**config.mk**
```make
export PLATFORM = sky130hd
export DESIGN_NAME = rbuf_top
export DESIGN_NICKNAME = d
export VERILOG_FILES = /design/src/rtl/rbuf_pkg.sv /design/src/rtl/rbuf_store.sv /design/src/rtl/rbuf_writer.sv /design/src/rtl/rbuf_reader.sv /design/src/rtl/rbuf_top.sv
export SDC_FILE = /design/constraint.sdc
export NUM_CORES = 1
export LEC_CHECK = 0
export ABC_CLOCK_PERIOD_IN_PS = 9700
export BUFFER_PORTS_ARGS = -buffer_cell sky130_fd_sc_hd__buf_2
export CAP_MARGIN = 20
export CORE_ASPECT_RATIO = 1.4
export CORE_MARGIN = 3
export CORE_UTILIZATION = 35
export DETAILED_ROUTE_END_ITERATION = 8
export HOLD_SLACK_MARGIN = 0.12
export PLACE_DENSITY = 0.5
export SYNTH_ARGS = -nofsm -noshare
export SYNTH_HDL_FRONTEND = slang
export SYNTH_SLANG_ARGS = --single-unit
```
**constraint.sdc**
```tcl
create_clock -name clk -period 9.7 [get_ports clk]
set_input_delay 0.485 -clock clk [delete_from_list [all_inputs] [get_ports clk]]
set_output_delay 0.485 -clock clk [all_outputs]
set_load 0.05 [all_outputs]
```
**src/rtl/rbuf_pkg.sv**
```systemverilog
package rbuf_pkg;
    typedef struct packed {
        logic valid;
        logic le;
        logic right;
        logic left;
    } lane_t;

    typedef enum logic {
        ST_WAIT = 1'b0,
        ST_RUN  = 1'b1
    } rd_state_e;
endpackage

```
**src/rtl/rbuf_store.sv**
```systemverilog
module rbuf_store
    import rbuf_pkg::*;
#(
    parameter int STAGE_DEPTH = 16,
    parameter int STAGES      = 2,
    localparam int DEPTH      = STAGE_DEPTH * STAGES,
    localparam int AW         = $clog2(DEPTH),
    localparam int CW         = $clog2(DEPTH + 1)
) (
    input  logic          clk,
    input  logic          rst_n,
    input  logic          push,
    input  lane_t         wdata,
    input  logic          pop,
    output lane_t         rdata,
    output logic [CW-1:0] count,
    output logic          full,
    output logic          empty
);
    typedef struct packed {
        logic [AW-1:0] wr;
        logic [AW-1:0] rd;
        logic [CW-1:0] cnt;
    } ptr_t;

    ptr_t  ptr_d, ptr_q;
    lane_t mem [DEPTH];
    logic  do_push, do_pop;
    logic [AW-1:0] wr_next, rd_next;

    assign full    = (ptr_q.cnt == CW'(DEPTH));
    assign empty   = (ptr_q.cnt == '0);
    assign do_push = push && !full;
    assign do_pop  = pop && !empty;
    assign count   = ptr_q.cnt;
    assign rdata   = mem[ptr_q.rd];

    generate
        if ((1 << AW) == DEPTH) begin : g_wrap_pow2
            assign wr_next = ptr_q.wr + 1'b1;
            assign rd_next = ptr_q.rd + 1'b1;
        end else begin : g_wrap_cmp
            assign wr_next = (ptr_q.wr == AW'(DEPTH - 1)) ? '0 : ptr_q.wr + 1'b1;
            assign rd_next = (ptr_q.rd == AW'(DEPTH - 1)) ? '0 : ptr_q.rd + 1'b1;
        end
    endgenerate

    always_comb begin
        ptr_d = ptr_q;
        if (do_push) ptr_d.wr = wr_next;
        if (do_pop)  ptr_d.rd = rd_next;
        ptr_d.cnt = ptr_q.cnt + CW'(do_push) - CW'(do_pop);
    end

    always_ff @(posedge clk) begin
        if (!rst_n) ptr_q <= '0;
        else        ptr_q <= ptr_d;
        if (do_push) mem[ptr_q.wr] <= wdata;
    end
endmodule

```
**src/rtl/rbuf_writer.sv**
```systemverilog
module rbuf_writer
    import rbuf_pkg::*;
#(
    parameter int WORD_BITS = 16,
    localparam int IW       = $clog2(WORD_BITS + 1)
) (
    input  logic  clk,
    input  logic  rst_n,
    input  logic  frame,
    input  logic  bit_valid,
    input  logic  left,
    input  logic  right,
    input  logic  invert_msb,
    output logic  push,
    output lane_t wdata
);
    typedef struct packed {
        logic [IW-1:0] idx;
    } wr_state_t;

    wr_state_t st_d, st_q;
    logic [IW-1:0] cur;
    logic          is_msb;

    always_comb begin
        st_d   = st_q;
        cur    = frame ? '0 : st_q.idx;
        is_msb = (cur == '0);
        push   = bit_valid && (cur < IW'(WORD_BITS));
        st_d.idx = cur + IW'(push);
        wdata.valid = 1'b1;
        wdata.le    = is_msb;
        wdata.left  = left  ^ (invert_msb && is_msb);
        wdata.right = right ^ (invert_msb && is_msb);
    end

    always_ff @(posedge clk) begin
        if (!rst_n) st_q.idx <= IW'(WORD_BITS);
        else        st_q     <= st_d;
    end
endmodule

```
**src/rtl/rbuf_reader.sv**
```systemverilog
module rbuf_reader
    import rbuf_pkg::*;
#(
    parameter int DEPTH   = 32,
    parameter int DIV     = 4,
    localparam int HALF   = DEPTH / 2,
    localparam int CW     = $clog2(DEPTH + 1),
    localparam int DW     = $clog2(DIV)
) (
    input  logic          clk,
    input  logic          rst_n,
    input  logic [CW-1:0] count,
    input  logic          empty,
    input  lane_t         rdata,
    input  logic          ovf_evt,
    output logic          pop,
    output logic          bck,
    output lane_t         out_lane,
    output logic          err
);
    typedef struct packed {
        rd_state_e     state;
        logic [DW-1:0] div;
        lane_t         out;
        logic          err;
    } rd_t;

    rd_t  r_d, r_q;
    logic tick, udf;

    always_comb begin
        r_d  = r_q;
        tick = (r_q.state == ST_RUN) && (r_q.div == DW'(DIV - 1));
        udf  = tick && empty;
        pop  = tick && !empty;
        if (udf || ovf_evt) begin
            r_d.err   = 1'b1;
            r_d.state = ST_WAIT;
            r_d.div   = '0;
            r_d.out   = '0;
        end else if (r_q.state == ST_WAIT) begin
            if (count >= CW'(HALF)) r_d.state = ST_RUN;
        end else begin
            r_d.div = r_q.div + 1'b1;
            if (tick) r_d.out = rdata;
        end
    end

    assign bck      = (r_q.state == ST_RUN) && (r_q.div >= DW'(DIV / 2));
    assign out_lane = r_q.out;
    assign err      = r_q.err;

    always_ff @(posedge clk) begin
        if (!rst_n) r_q <= '0;
        else        r_q <= r_d;
    end
endmodule

```
**src/rtl/rbuf_top.sv**
```systemverilog
module rbuf_top
    import rbuf_pkg::*;
#(
    parameter int WORD_BITS   = 16,
    parameter int STAGE_DEPTH = 16,
    parameter int STAGES      = 2,
    parameter int DIV         = 4,
    localparam int DEPTH      = STAGE_DEPTH * STAGES,
    localparam int CW         = $clog2(DEPTH + 1)
) (
    input  logic          clk,
    input  logic          rst_n,
    input  logic          frame_i,
    input  logic          bit_valid_i,
    input  logic          left_i,
    input  logic          right_i,
    input  logic          invert_msb_i,
    output logic          bck_o,
    output logic          left_o,
    output logic          right_o,
    output logic          le_o,
    output logic          valid_o,
    output logic [CW-1:0] fill_o,
    output logic          err_o
);
    lane_t wdata, rdata, out_lane;
    logic  push, pop, full, empty;
    logic [CW-1:0] count;

    rbuf_writer #(.WORD_BITS(WORD_BITS)) u_wr (
        .clk(clk), .rst_n(rst_n), .frame(frame_i), .bit_valid(bit_valid_i),
        .left(left_i), .right(right_i), .invert_msb(invert_msb_i),
        .push(push), .wdata(wdata)
    );

    rbuf_store #(.STAGE_DEPTH(STAGE_DEPTH), .STAGES(STAGES)) u_st (
        .clk(clk), .rst_n(rst_n), .push(push), .wdata(wdata), .pop(pop),
        .rdata(rdata), .count(count), .full(full), .empty(empty)
    );

    rbuf_reader #(.DEPTH(DEPTH), .DIV(DIV)) u_rd (
        .clk(clk), .rst_n(rst_n), .count(count), .empty(empty), .rdata(rdata),
        .ovf_evt(push && full), .pop(pop), .bck(bck_o), .out_lane(out_lane),
        .err(err_o)
    );

    assign left_o  = out_lane.left;
    assign right_o = out_lane.right;
    assign le_o    = out_lane.le;
    assign valid_o = out_lane.valid;
    assign fill_o  = count;
endmodule

```
==> summary.md <==
| Metric | Value |
|---|---|
| Outcome | `finished, final reports clean` |
| Crit-path max FO | `4` |
| Fraction of layout cells with a size suffix above 1 | `roughly 17%` |
| Final nets | `around 440` |
| Fmax | `0.3792 GHz` |
| Worst R2R Path Depth | `12` |
| Core box area | `roughly 15000 um^2` |
| RSZ-0062 raised after global routing | `false` |
| Hold Crit Start | `frame_i` |
| Slew Viols, Final | `0` |
| Setup_tns | `0 ns` |
| Antenna-violating nets left | `0` |
| CTS Sinks | `approximately 130` |
| Die X | `between 100 and 150 um` |
| Via count | `around 3100` |
| Die area | `approximately 17000 um^2` |
| Starting Density | `a little over a third` |
| Die Span Y | `154.4 um` |
| WP data required | `about 10 ns` |
| Worst-Margin Slew | `between 0.6 and 0.7 ns` |
| Syn Inst Count | `roughly 400` |
| Tcrit/Tclk final | `between 20% and 30%` |
| Commonest cells in the synthesized netlist | `96 x edfxtp_1, 45 x nor2_1, 29 x dfxtp_1` |
| Startpoint class of the critical path | `flip-flop` |
| FF-to-FF End | `u_st.count[4]` |
| Max Root-Sink Buffers | `2` |
| Drt first pass iters | `6` |
| Area growth, synth to finish | `15.51%` |
| GRT Resource Usage Total | `between 10 and 15%` |
| Asr flop ratio synth | `0%` |
| # port buffers | `18` |
| Top-area cell type share of the netlist area | `a little over half` |
| Dpl cells | `a little under 600` |
| CTS H-tree lvls | `4` |
| Ports | `19` |
| Postcts setup bufs | `0` |
| Later-pin clock latency in the skew report | `around 0.40 ns` |
| Vias/cell | `a little over 5` |
| Utilization after layout | `a little over two fifths` |
| Mapped Avg Cell Area | `roughly 14 um^2` |
| Hold slack final | `~0.33 ns` |
| Global-route wire length before repair | `around 18 mm` |
| Critical path startpoint | `u_st.count[2]` |
| Most common cell in the netlist | `edfxtp_1` |
| Cts repair resizes | `0` |
| Routed len/inst | `approximately 18 um` |
| CTS tree | `yes` |
| CTS Buf Count | `17` |
| Yosys warns | `0` |
| Yosys reg bits | `125` |
| Final worst setup slack | `about 7.1 ns` |
| Worst VDD drop | `0.1110 mV` |
| Arrival time worst endpoint | `between 2 and 3 ns` |
| Main synth FF type | `edfxtp_1` |
| Cell area after synthesis | `about 5500 um^2` |
| FF-to-FF Start | `u_st.count[2]` |
| FF-to-FF setup slack | `between 7 and 8 ns` |
| Pwr Density | `around 230 nW/um^2` |
| EDFF count, synth | `96` |
| Dpl ws | `~7.1 ns` |
| Routability cong. | `approximately 0.76` |
| Hold Path Stages | `2` |
| DP Wirelength | `between 7 and 8 mm` |
| Minimum clock period | `around 2.6 ns` |
| Crit. End Element | `flip-flop` |
| CTS clk-pin slew, worst paths | `~0.06 ns` |
| Worst Hold Path EP | `u_wr.st_q[3]` |
| Slew headroom | `between 50% and 60%` |
| Worst setup path category | `flip-flop to flip-flop` |
| Initial DRC Count | `156` |
| Final-report hold violation count | `0` |
| HP Class | `input port to flip-flop` |
| Clock root buffer | `clkbuf_16` |
| Yosys cell types | `47` |
| Largest net degree at the start of global routing | `34` |
| GR Overflow Total | `0` |
| Post-Route Skew | `about 0.0072 ns` |
| Largest area contributor in the netlist | `edfxtp_1` |
| DRC viols | `0` |
| Final cell count without fillers | `about 620` |
| Std cell rows | `53` |
| Total Routed Length | `11.14 mm` |
| Post-cts hold buffer count | `0` |
| Final-report setup violation count | `0` |
| Synth area leaders | `edfxtp_1 52%, dfxtp_1 11%, mux4_2 4.9%, mux2i_1 4.7%, ha_1 4.1%` |
| Pleak | `2.135 nW` |
| Sequential fraction of the synthesis area | `62.94%` |
| Post-synth net total | `423` |
| Vias in the first global route | `roughly 3300` |
| Initial antenna violation count | `0` |
| Max Cap Viol | `0` |
| ANT cells | `0` |
==> placed cells by master, fill, tap and decap left out, types with 4 or more instances in the layout <==
| master | count |
|---|---|
| a211oi_1 | 4 |
| inv_1 | 14 |
| buf_4 | 6 |
| nand4_1 | 7 |
| nor2_1 | 45 |
| a21oi_1 | 4 |
| xnor2_1 | 8 |
| ha_1 | 18 |
| a31oi_1 | 5 |
| nand3b_1 | 4 |
| nand2_1 | 7 |
| xor2_1 | 6 |
| o21ai_0 | 6 |
| edfxtp_1 | 96 |
| mux2i_1 | 26 |
| buf_2 | 18 |
| o21a_1 | 4 |
| nor2b_1 | 7 |
| and2_1 | 21 |
| clkbuf_16 | 17 |
| dfxtp_1 | 29 |
| mux4_2 | 12 |
| nand3_1 | 8 |
==> critical path, cell delays in order (launching register included) <==
cell and delay, ns:
dfxtp_1 0.32, inv_1 0.09, ha_1 0.21, nor3b_1 0.25, a21oi_1 0.18, ha_1 0.31
inv_1 0.04, ha_1 0.19, fa_1 0.41, a21oi_1 0.14, o21ai_0 0.10, xor2_1 0.15
and2_1 0.15
==> how the worst max path moves through the flow <==
stage | endpoint | slack (ns) | cells after the start
5_1_grt | u_st.count[4] | 6.86 | 12
3_3_place_gp | u_st.count[4] | 7.11 | 12
4_1_cts | u_st.count[4] | 7.05 | 12
3_5_place_dp | u_st.count[4] | 7.07 | 12
2_1_floorplan | u_st.mem[0][0] | 6.29 | 4
6_report | u_st.count[4] | 7.06 | 12
==> power breakdown <==
part	switching [W]	internal (W)	total, W
registers	0.0000156	0.000604	0.000620
logic	0.000137	0.0000735	0.000210
clock network	0.000227	0.000394	0.000622
==> state kept, by name, summed over array words and instances, names as in the netlist <==
register,cells
u_st.count,6
u_wr.st_q,5
u_st.ptr_q,10
u_rd.r_q,3
u_st.mem,96
u_rd.err,1
u_rd.out_lane,4
==> layout make-up <==
cell class	instances	area [um^2]
Inverter	14	52.55
Tap cell	192	240.2
Clock buffer	20	456.7
Clock inverter	12	137.6
Multi-Input combinational cell	235	1871
Fill cell	1375	8830
Sequential cell	125	3463
Timing Repair Buffer	24	135.1
==> cell families (layout without fill, tap and decap cells) <==
logic type / after synthesis / in the layout / synth area share (%)
DFF: 125 / 125 / 62.94
and+or+nand+nor: 118 / 118 / 11.39
AOI/OAI and AO/OA: 44 / 44 / 5.617
muxes: 38 / 38 / 9.641
buffers and inverters: 37 / 70 / 3.411
adders and majority gates: 19 / 19 / 4.457
xor gates and xnor gates: 16 / 16 / 2.547
==> per-stage QoR <==
stage,instance area [um^2],power [W]
5_1_grt,6356,0.001516
2_1_floorplan,5503,0.0007969
4_1_cts,6356,0.001470
6_report,6356,0.001452
3_5_place_dp,5762,0.0008446
3_3_place_gp,5762,0.0008412
==> per-layer routing <==
| metal | vias to the layer above | share of wire (%) | GRT usage (%) |
|---|---|---|---|
| met5 | - | 0 | 0 |
| met4 | 0 | 1.3 | 4.238 |
| met3 | 11 | 2.5 | 3.405 |
| met2 | 47 | 55 | 25.59 |
| met1 | 1561 | 41 | 14.91 |
| li1 | 1519 | - | - |
Power figures use the tool's default switching activity.
